$ cat src/rtl/dvfs_seq.sv
module dvfs_seq #(
  parameter int VC_W  = 4,
  parameter int FC_W  = 6,
  parameter int TO_W  = 16,
  parameter int CNT_W = 8
) (
  input  logic             clk,
  input  logic             rst_n,
  input  logic             req_valid,
  input  logic [1:0]       req_point,
  input  logic [TO_W-1:0]  timeout_cycles,
  input  logic             vreg_ready,
  input  logic             clk_locked,
  output logic [VC_W-1:0]  vsel,
  output logic [FC_W-1:0]  fsel,
  output logic             core_clk_en,
  output logic             busy,
  output logic             done,
  output logic [1:0]       cur_point,
  output logic             err_busy,
  output logic             err_timeout,
  output logic [CNT_W-1:0] trans_count
);

  typedef enum logic [2:0] {ST_IDLE, ST_VUP, ST_FUP, ST_FDN, ST_VDN, ST_RB} st_t;

  function automatic logic [VC_W-1:0] v_of(input logic [1:0] p);
    return VC_W'(12 - 2 * int'(p));
  endfunction

  function automatic logic [FC_W-1:0] f_of(input logic [1:0] p);
    case (p)
      2'd0:    return FC_W'(40);
      2'd1:    return FC_W'(30);
      2'd2:    return FC_W'(16);
      default: return FC_W'(4);
    endcase
  endfunction

  function automatic logic [VC_W-1:0] v_need(input logic [FC_W-1:0] f);
    if (f > FC_W'(30))      return VC_W'(12);
    else if (f > FC_W'(16)) return VC_W'(10);
    else if (f > FC_W'(4))  return VC_W'(8);
    else                    return VC_W'(6);
  endfunction

  st_t             st;
  logic [1:0]      tgt;
  logic [TO_W-1:0] timer;
  logic            v_ok, f_ok, settled, expired, go_rb;

  assign v_ok    = (timer != '0) && vreg_ready;
  assign f_ok    = (timer != '0) && clk_locked;
  assign expired = timer >= timeout_cycles;
  assign busy    = st != ST_IDLE;

  always_comb begin
    case (st)
      ST_VUP, ST_VDN: settled = v_ok;
      ST_FUP, ST_FDN: settled = f_ok;
      ST_RB:          settled = v_ok && f_ok;
      default:        settled = 1'b0;
    endcase
  end

  assign go_rb = (st inside {ST_VUP, ST_FUP, ST_FDN, ST_VDN}) && !settled && expired;

  always_ff @(posedge clk) begin
    if (!rst_n) begin
      st          <= ST_IDLE;
      tgt         <= 2'd0;
      timer       <= '0;
      cur_point   <= 2'd0;
      vsel        <= v_of(2'd0);
      fsel        <= f_of(2'd0);
      core_clk_en <= 1'b1;
      done        <= 1'b0;
      err_busy    <= 1'b0;
      err_timeout <= 1'b0;
      trans_count <= '0;
    end else begin
      done <= 1'b0;
      if (req_valid && busy) err_busy <= 1'b1;
      if (go_rb) begin
        vsel        <= v_of(cur_point);
        fsel        <= f_of(cur_point);
        core_clk_en <= 1'b0;
        err_timeout <= 1'b1;
        timer       <= '0;
        st          <= ST_RB;
      end else begin
        case (st)
          ST_IDLE: begin
            timer <= '0;
            if (req_valid) begin
              if (req_point == cur_point) begin
                done <= 1'b1;
              end else begin
                tgt <= req_point;
                if (req_point < cur_point) begin
                  vsel <= v_of(req_point);
                  st   <= ST_VUP;
                end else begin
                  fsel        <= f_of(req_point);
                  core_clk_en <= 1'b0;
                  st          <= ST_FDN;
                end
              end
            end
          end
          ST_VUP: begin
            if (settled) begin
              fsel        <= f_of(tgt);
              core_clk_en <= 1'b0;
              timer       <= '0;
              st          <= ST_FUP;
            end else timer <= timer + 1'b1;
          end
          ST_FDN: begin
            if (settled) begin
              core_clk_en <= 1'b1;
              vsel        <= v_of(tgt);
              timer       <= '0;
              st          <= ST_VDN;
            end else timer <= timer + 1'b1;
          end
          ST_FUP, ST_VDN: begin
            if (settled) begin
              core_clk_en <= 1'b1;
              cur_point   <= tgt;
              done        <= 1'b1;
              if (!(&trans_count)) trans_count <= trans_count + 1'b1;
              st          <= ST_IDLE;
            end else timer <= timer + 1'b1;
          end
          ST_RB: begin
            if (settled || expired) begin
              core_clk_en <= 1'b1;
              done        <= 1'b1;
              st          <= ST_IDLE;
            end else timer <= timer + 1'b1;
          end
          default: st <= ST_IDLE;
        endcase
      end
    end
  end

  AST_SAFE_SUPPLY: assert property (@(posedge clk) disable iff (!rst_n)
    vsel >= v_need(fsel));
  AST_STEP_APART: assert property (@(posedge clk) disable iff (!rst_n)
    (!$stable(vsel) && !$stable(fsel)) |-> err_timeout);
  AST_GATED_RELOCK: assert property (@(posedge clk) disable iff (!rst_n)
    !$stable(fsel) |-> !core_clk_en);
  AST_REFUSE_FLAG: assert property (@(posedge clk) disable iff (!rst_n)
    (busy && req_valid) |=> err_busy);
  AST_ERR_HOLD: assert property (@(posedge clk) disable iff (!rst_n)
    err_busy |=> err_busy);
  AST_SAME_POINT: assert property (@(posedge clk) disable iff (!rst_n)
    (!busy && req_valid && req_point == cur_point) |=> (done && $stable(vsel) && $stable(fsel)));
  AST_COUNT_STEP: assert property (@(posedge clk) disable iff (!rst_n)
    !$stable(trans_count) |-> (done && trans_count == $past(trans_count) + 1'b1));
  AST_DONE_IDLE: assert property (@(posedge clk) disable iff (!rst_n)
    done |-> !busy);

endmodule

$ cat config.mk
export PLATFORM = sky130hd
export DESIGN_NAME = dvfs_seq
export DESIGN_NICKNAME = d
export VERILOG_FILES = /design/src/rtl/dvfs_seq.sv
export SDC_FILE = /design/constraint.sdc
export NUM_CORES = 1
export LEC_CHECK = 0
export BUFFER_PORTS_ARGS = -buffer_cell sky130_fd_sc_hd__buf_2
export CAP_MARGIN = 20
export CORE_ASPECT_RATIO = 0.75
export CORE_MARGIN = 3
export CORE_UTILIZATION = 50
export DETAILED_ROUTE_END_ITERATION = 7
export PLACE_DENSITY = 0.72
export SETUP_SLACK_MARGIN = 0.02
export SLEW_MARGIN = 15
export SYNTH_ARGS = -nofsm -noshare
export SYNTH_HDL_FRONTEND = slang
export SYNTH_SLANG_ARGS = --single-unit
$ cat constraint.sdc
create_clock -name clk -period 3.13 [get_ports clk]
set_input_delay 0.1565 -clock clk [delete_from_list [all_inputs] [get_ports clk]]
set_output_delay 0.1565 -clock clk [all_outputs]
set_load 0.02 [all_outputs]
==> key figures, run 1 <==
Status
  – Status: complete, no violations

Clock network
  – Post-CTS sizing: 0
  – CTS tree: done
  – CTS H-tree depth: 2
  – Clk buf depth: 2
  – Clock Root Buffer: clkbuf_8
  – CTS Sinks: 43
  – Worst skew pair latency: 0.31 ns
  – Post-CTS setup buffer count: 0
  – Reg clk slew, reported paths: around 0.090 ns
  – CTS Hold Bufs: 0
  – CTS Buf Count: 5

Floorplan
  – Core box area: 5550 µm²
  – Die Wd: 95.1 µm
  – Initial Util: 0.536
  – # rows: 23
  – DIE HEIGHT: 72.8 µm
  – Die ar.: 6920 µm²
  – Ports: 48

Timing
  – Fin crit period: 2.80 ns
  – Fmax: 357 MHz
  – Final-report hold violation count: 0
  – Clk_skew: 0.00670 ns
  – Setup tns final: 0 ns
  – Unrepaired setup endpoints after global routing: false
  – Final setup viols: 0
  – Rel. slew slack: 0.597
  – Part of the cycle the worst path needs: 0.894
  – Final Worst Setup Slack: 0.331 ns
  – Actual slew at the worst max-slew pin: 0.598 ns
  – Pins Over Slew Limit: 0

Setup path
  – Critical Path AT: 3.00 ns
  – Critical path startpoint category: flip-flop
  – Worst EP required: ~3.3 ns
  – RR Endpoint: vsel[2]
  – Crit path capture type: flip-flop
  – Kind of critical path: flip-flop to flip-flop
  – R2r startpoint: timer[13]
  – R2R depth: 11
  – Worst setup startpoint: timer[13]
  – R2r setup slk: 0.33 ns
  – Crit path max fanout: 14

Global route
  – Initial antenna violation count: 0
  – First-pass GRT wire length: 12300 µm
  – Total track usage: 0.222
  – Vias in the first global route: 2582
  – Largest net degree at the start of global routing: 20
  – Gr ovfl total: 0

Logic synthesis
  – Synth Instances: between 300 and 400
  – Total of warnings raised by yosys: 0
  – Seq/Total Area, Yosys: 0.289
  – FFs w/ async S/R, synth: 0
  – Syn Area/Cell: 7.98 µm²
  – Top FF cell, synth: dfxtp_1
  – Area of the mapped netlist: 2980 µm²
  – Yosys top cell area share: 0.289
  – Post-synth EDFFs: 0
  – Largest cells by area after synthesis: dfxtp_1, ha_1, mux2i_1, nor2_1, a21oi_1
  – Area leader, netlist: dfxtp_1
  – Yosys reg bits: 43
  – Synth cell types: 56

Routing
  – Vias per inst: 5.68
  – Antenna Violating Nets Remaining: 0
  – Initial DRC count: 277
  – Total number of vias: 2822
  – DR DRC count: 0
  – DR pass1 iterations: 5
  – WL/cell: 14.6 µm
  – Total routed wirelength: 7250 µm

Layout
  – Most common cell after layout, fill and taps aside: buf_2
  – FILL cells: approximately 510
  – Finished Core Util: 0.615
  – Area Growth Syn to Fin: 14.8%
  – Antenna cells: 0
  – Layout Nets: 475
  – Ratio of cells with drive above 1 in the final layout: 0.185
  – Commonest cells after routing, fill and taps aside: buf_2, dfxtp_1, nor2_1

Place
  – Final Wtd Congestion: 0.947
  – Hpwl dp: between 5000 and 6000 µm
  – IO Port Bufs: 45
  – DP Worst Slack: between 0.3 and 0.4 ns

Power and ir drop
  – Leakage: 1.60 nW
  – Power Density: approximately 500 nW/µm²
  – Peak supply drop: 0.000310 V
  – Total Power: 1.72 mW

Worst hold path
  – Hold Path Class: primary input to flip-flop
  – Hold Path Sink: vsel[2]
  – Min-delay src: rst_n
  – Hold path cells: 2

Job
  – # Max-Cap Violations: 0
[metal layers]
| metal | GRT usage | wire, µm | vias to the layer above |
|---|---|---|---|
| met3 | 0.0423 | 562 | 4 |
| met4 | 0.0464 | 39 | 0 |
| met2 | 0.312 | 2940 | 100 |
| li1 | - | - | 1401 |
| met5 | 0 | 0 | - |
| met1 | 0.347 | 3710 | 1317 |
[area by class of cell]
| class | instances | area [µm²] | area share |
|---|---|---|---|
| clock buffers | 5 | 68.8 | 0.0201 |
| flip-flops and latches | 43 | 861 | 0.252 |
| inverters | 33 | 124 | 0.0363 |
| well taps | 75 | 93.8 | 0.0275 |
| clock inverters | 3 | 47.5 | 0.0139 |
| multi-input cells | 283 | 1920 | 0.562 |
| repair buffers | 55 | 300 | 0.0879 |
[cells in the mapped netlist (all sizes together) (2+ instances only)]
master and number:
o22ai 2, dfxtp 43, a21oi 27, a21o 2
nor3 13, nand4 7, or2 2, and4 2
ha 31, nand2 33, o211ai 2, a211oi 4
or3 12, nand2b 2, a31oi 2, o311ai 3
o21ai 18, mux2 4, o31ai 3, inv 32
nand3 17, or4 2, mux2i 17, nor4 4
xnor2 7, xor2 4, nor2 39, nor2b 4
and3 2, clkbuf 9, and2 2, a21boi 3
buf 6
[critical path, stage by stage, from the launching register on]
cell and delay [ns]:
dfxtp_1 0.37, ha_1 0.33, nand4_1 0.13, nor3_1 0.34, o211ai_1 0.20, a31oi_1 0.42
buf_4 0.29, o21ai_0 0.13, ha_1 0.28, inv_1 0.04, mux2i_1 0.12, nand2_1 0.06
[report_power, final]
group | total (mW) | internal (mW) | switching [mW]
clock network | 0.456 | 0.242 | 0.214
logic | 0.620 | 0.249 | 0.371
registers | 0.639 | 0.591 | 0.0484
total | 1.72 | 1.08 | 0.633
[per-stage QoR]
step / hold slack (ns) / std cells / area (µm²)
after CTS: 0.121 / 497 / 3420
after floorplan: 0.409 / 374 / 2980
after global placement: 0.437 / 489 / 3300
final: 0.123 / 497 / 3420
after detailed placement: 0.439 / 489 / 3300
after global routing: 0.136 / 497 / 3420
[how the worst max path moves through the flow]
stage | end | slack [ns] | cells after the start
finish | vsel[2] | 0.33 | 11
global route | vsel[2] | 0.05 | 12
CTS | vsel[2] | 0.36 | 11
detailed placement | vsel[2] | 0.37 | 11
global placement | vsel[2] | 0.53 | 12
floorplan | vsel[2] | 0.59 | 13
[flip-flops by register name (all words and copies together) (netlist names)]
name / flops
core_clk_en: 1
cur_point: 2
done: 1
err_busy: 1
err_timeout: 1
fsel: 5
st: 3
tgt: 2
timer: 16
trans_count: 8
vsel: 3
[cell families after synthesis]
logic type / Yosys count / synth area share
flops: 43 / 0.289
mux: 21 / 0.0723
simple gates: 143 / 0.243
compound gates: 75 / 0.164
xor+xnor: 11 / 0.0324
buf+inv: 48 / 0.0668
fa+ha+maj: 31 / 0.130
other cells: 1 / 0.00126
Note: power is estimated with default switching activity, not from simulation.
==> run 2: changes to the inputs <==
- clock period: 3.13 -> 3.1 ns (I/O delays scaled with it)
==> run 2 against run 1 <==
Clock skew rose by 0.0018 ns. Critical path type unchanged. Non-clock buffer count grew 1. Setup slack improved by 0.050 ns. Global-route usage rose by 1.1 points. Sequential power barely moved. Largest cell class unchanged. Fmax increased by 3.0%. Critical endpoint is now timer[11]. Cell count up 0.20%. Via count rose by 2.0%.
==> key figures, run 2 (synthesis results as in run 1) <==
Status
  – Status: complete, no violations (unchanged)

Timing
  – Fmax: 368 MHz (was 357 MHz)
  – Final-report hold violation count: 0 (unchanged)
  – Setup tns final: 0 ns (unchanged)
  – Part of the cycle the worst path needs: 0.877 (was 0.894)
  – Final Worst Setup Slack: 0.382 ns (was 0.331 ns)
  – Unrepaired setup endpoints after global routing: false (unchanged)
  – Rel. slew slack: 0.486 (was 0.597)
  – Worst hold margin: 0.132 ns (was 0.123 ns)
  – Final setup viols: 0 (unchanged)
  – Clk_skew: 0.00851 ns (was 0.00670 ns)
  – Fin crit period: 2.72 ns (was 2.80 ns)
  – Pins Over Slew Limit: 0 (unchanged)
  – Actual slew at the worst max-slew pin: 0.764 ns (was 0.598 ns)

Place
  – Hpwl dp: 5770 µm (was 5620 µm)
  – DP Worst Slack: 0.464 ns (was 0.369 ns)
  – IO Port Bufs: 45 (unchanged)
  – Final Wtd Congestion: 0.887 (was 0.947)

Routing
  – Antenna Violating Nets Remaining: 0 (unchanged)
  – Vias per inst: 5.78 (was 5.68)
  – WL/cell: 15.1 µm (was 14.6 µm)
  – DR DRC count: 0 (unchanged)
  – Total number of vias: 2878 (was 2822)
  – DR pass1 iterations: 5 (unchanged)
  – Initial DRC count: 201 (was 277)
  – Total routed wirelength: 7520 µm (was 7250 µm)

Layout
  – Reg with most FFs: timer (unchanged)
  – Antenna cells: 0 (unchanged)
  – Most common cell after layout, fill and taps aside: buf_2 (unchanged)
  – Ratio of cells with drive above 1 in the final layout: 0.187 (was 0.185)
  – Layout Nets: 476 (was 475)
  – FILL cells: 481 (was 506)
  – FF/Latch Area: 861 µm² (unchanged)
  – Commonest cells after routing, fill and taps aside: buf_2, dfxtp_1, nor2_1 (unchanged)
  – Flip-flop count of the largest register after layout: 16 (unchanged)
  – Top Registers: timer x16, trans_count x8, fsel x5 (unchanged)
  – Area of the multi-input gates: 1920 µm² (unchanged)
  – Area Growth Syn to Fin: 15.0% (was 14.8%)

Global route
  – Total track usage: 0.232 (was 0.222)
  – Initial antenna violation count: 0 (unchanged)
  – First-pass GRT wire length: 12800 µm (was 12300 µm)
  – Largest net degree at the start of global routing: 20 (unchanged)
  – Gr ovfl total: 0 (unchanged)
  – Vias in the first global route: 2679 (was 2582)

Power and ir drop
  – Total Power: 1.74 mW (was 1.72 mW)
  – Leakage: 1.60 nW (about the same)
  – Peak supply drop: 0.000249 V (was 0.000310 V)
  – Power Density: 509 nW/µm² (was 502 nW/µm²)

Clock network
  – CTS Buf Count: 5 (unchanged)
  – Clock Root Buffer: clkbuf_8 (unchanged)
  – CTS Hold Bufs: 0 (unchanged)
  – Worst skew pair latency: 0.30 ns (was 0.31 ns)
  – CTS H-tree depth: 2 (unchanged)
  – Reg clk slew, reported paths: 0.09 ns (about the same)
  – CTS tree: done (unchanged)
  – Post-CTS setup buffer count: 0 (unchanged)
  – Clk buf depth: 2 (unchanged)
  – CTS Sinks: 43 (unchanged)
  – Post-CTS sizing: 0 (unchanged)

Floorplan
  – Die ar.: 6920 µm² (unchanged)
  – DIE HEIGHT: 72.8 µm (unchanged)
  – # rows: 23 (unchanged)
  – Die Wd: 95.1 µm (unchanged)
  – Core box area: 5550 µm² (unchanged)
  – Ports: 48 (unchanged)
  – Initial Util: 0.536 (unchanged)

Setup path
  – Critical path startpoint category: flip-flop (unchanged)
  – Most common cell on crit path: o211ai_1 (was ha_1)
  – Buf/Inv on CP: 1 (was 2)
  – Kind of critical path: flip-flop to flip-flop (unchanged)
  – Crit path max fanout: 14 (unchanged)
  – Worst EP required: 3.34 ns (was 3.33 ns)
  – WP depth: 9 (was 11)
  – Crit-path max cell delay: 0.56 ns (was 0.42 ns)
  – Slowest-stage cell, CP: nor2_1 (was a31oi_1)
  – CP top delay family: compound AO/OA/AOI/OAI gates (unchanged)
  – Crit path capture type: flip-flop (unchanged)
  – Crit-path cells: ha_1 -> o211ai_1 -> a21oi_1 -> o211ai_1 -> a31oi_1 -> buf_4 -> nor2_1 -> o311ai_0 -> nand2_1 (was ha_1 -> nand4_1 -> nor3_1 -> o211ai_1 -> a31oi_1 -> buf_4 -> o21ai_0 -> ha_1 -> inv_1 -> mux2i_1 -> nand2_1)
  – R2R depth: 9 (was 11)
  – Critical Path AT: 2.96 ns (was 3.00 ns)

Job
  – # Max-Cap Violations: 0 (unchanged)

Worst hold path
  – Hold path cells: 2 (unchanged)
  – Hold Path Class: primary input to flip-flop (unchanged)
-- run 2: changes by cell type in the layout (fill, tap and decap cells not counted), sizes merged --
cell / before / now
buf: 55 / 56
-- run 2: final cells by class --
class / instances / area share
repair buffers: 56 / 0.0899
flip-flops and latches: 43 / 0.251
multi-input cells: 283 / 0.561
well taps: 75 / 0.0274
clock inverters: 3 / 0.0139
inverters: 33 / 0.0362
clock buffers: 5 / 0.0201
-- run 2: report_power, final --
group | switching, mW | internal [mW]
registers | 0.0428 | 0.597
logic | 0.389 | 0.253
clock network | 0.217 | 0.245
total | 0.649 | 1.09
-- run 2: worst reg2reg max path, stage by stage (launching register included) --
cell	delay [ns]
dfxtp_1	0.55
ha_1	0.32
o211ai_1	0.10
a21oi_1	0.06
o211ai_1	0.27
a31oi_1	0.19
buf_4	0.23
nor2_1	0.57
o311ai_0	0.29
nand2_1	0.10
-- run 2: worst paths after layout --
| path | start | to | slack, ns |
|---|---|---|---|
| worst min-delay path | rst_n | vsel[3] | 0.13 |
| worst max-delay path | timer[2] | timer[11] | 0.38 |
| worst min register to register | core_clk_en | core_clk_en | 0.47 |
| worst max register to register | timer[2] | timer[11] | 0.38 |
-- run 2: layer usage --
metal / vias up / part of all wire / GRT usage / wire length, µm
met5: - / 0 / 0 / 0
met4: 0 / 0.0084 / 0.0528 / 63
met3: 6 / 0.084 / 0.0474 / 633
met2: 132 / 0.41 / 0.335 / 3100
met1: 1328 / 0.50 / 0.352 / 3730
li1: 1412 / - / - / -
-- run 2: per-stage QoR --
step / cells / util / instance area, µm²
6_report: 498 / 0.616 / 3420
5_1_grt: 498 / 0.616 / 3420
4_1_cts: 498 / 0.616 / 3420
3_5_place_dp: 490 / 0.595 / 3310
3_3_place_gp: 490 / 0.595 / 3310
2_1_floorplan: 374 / - / 2980
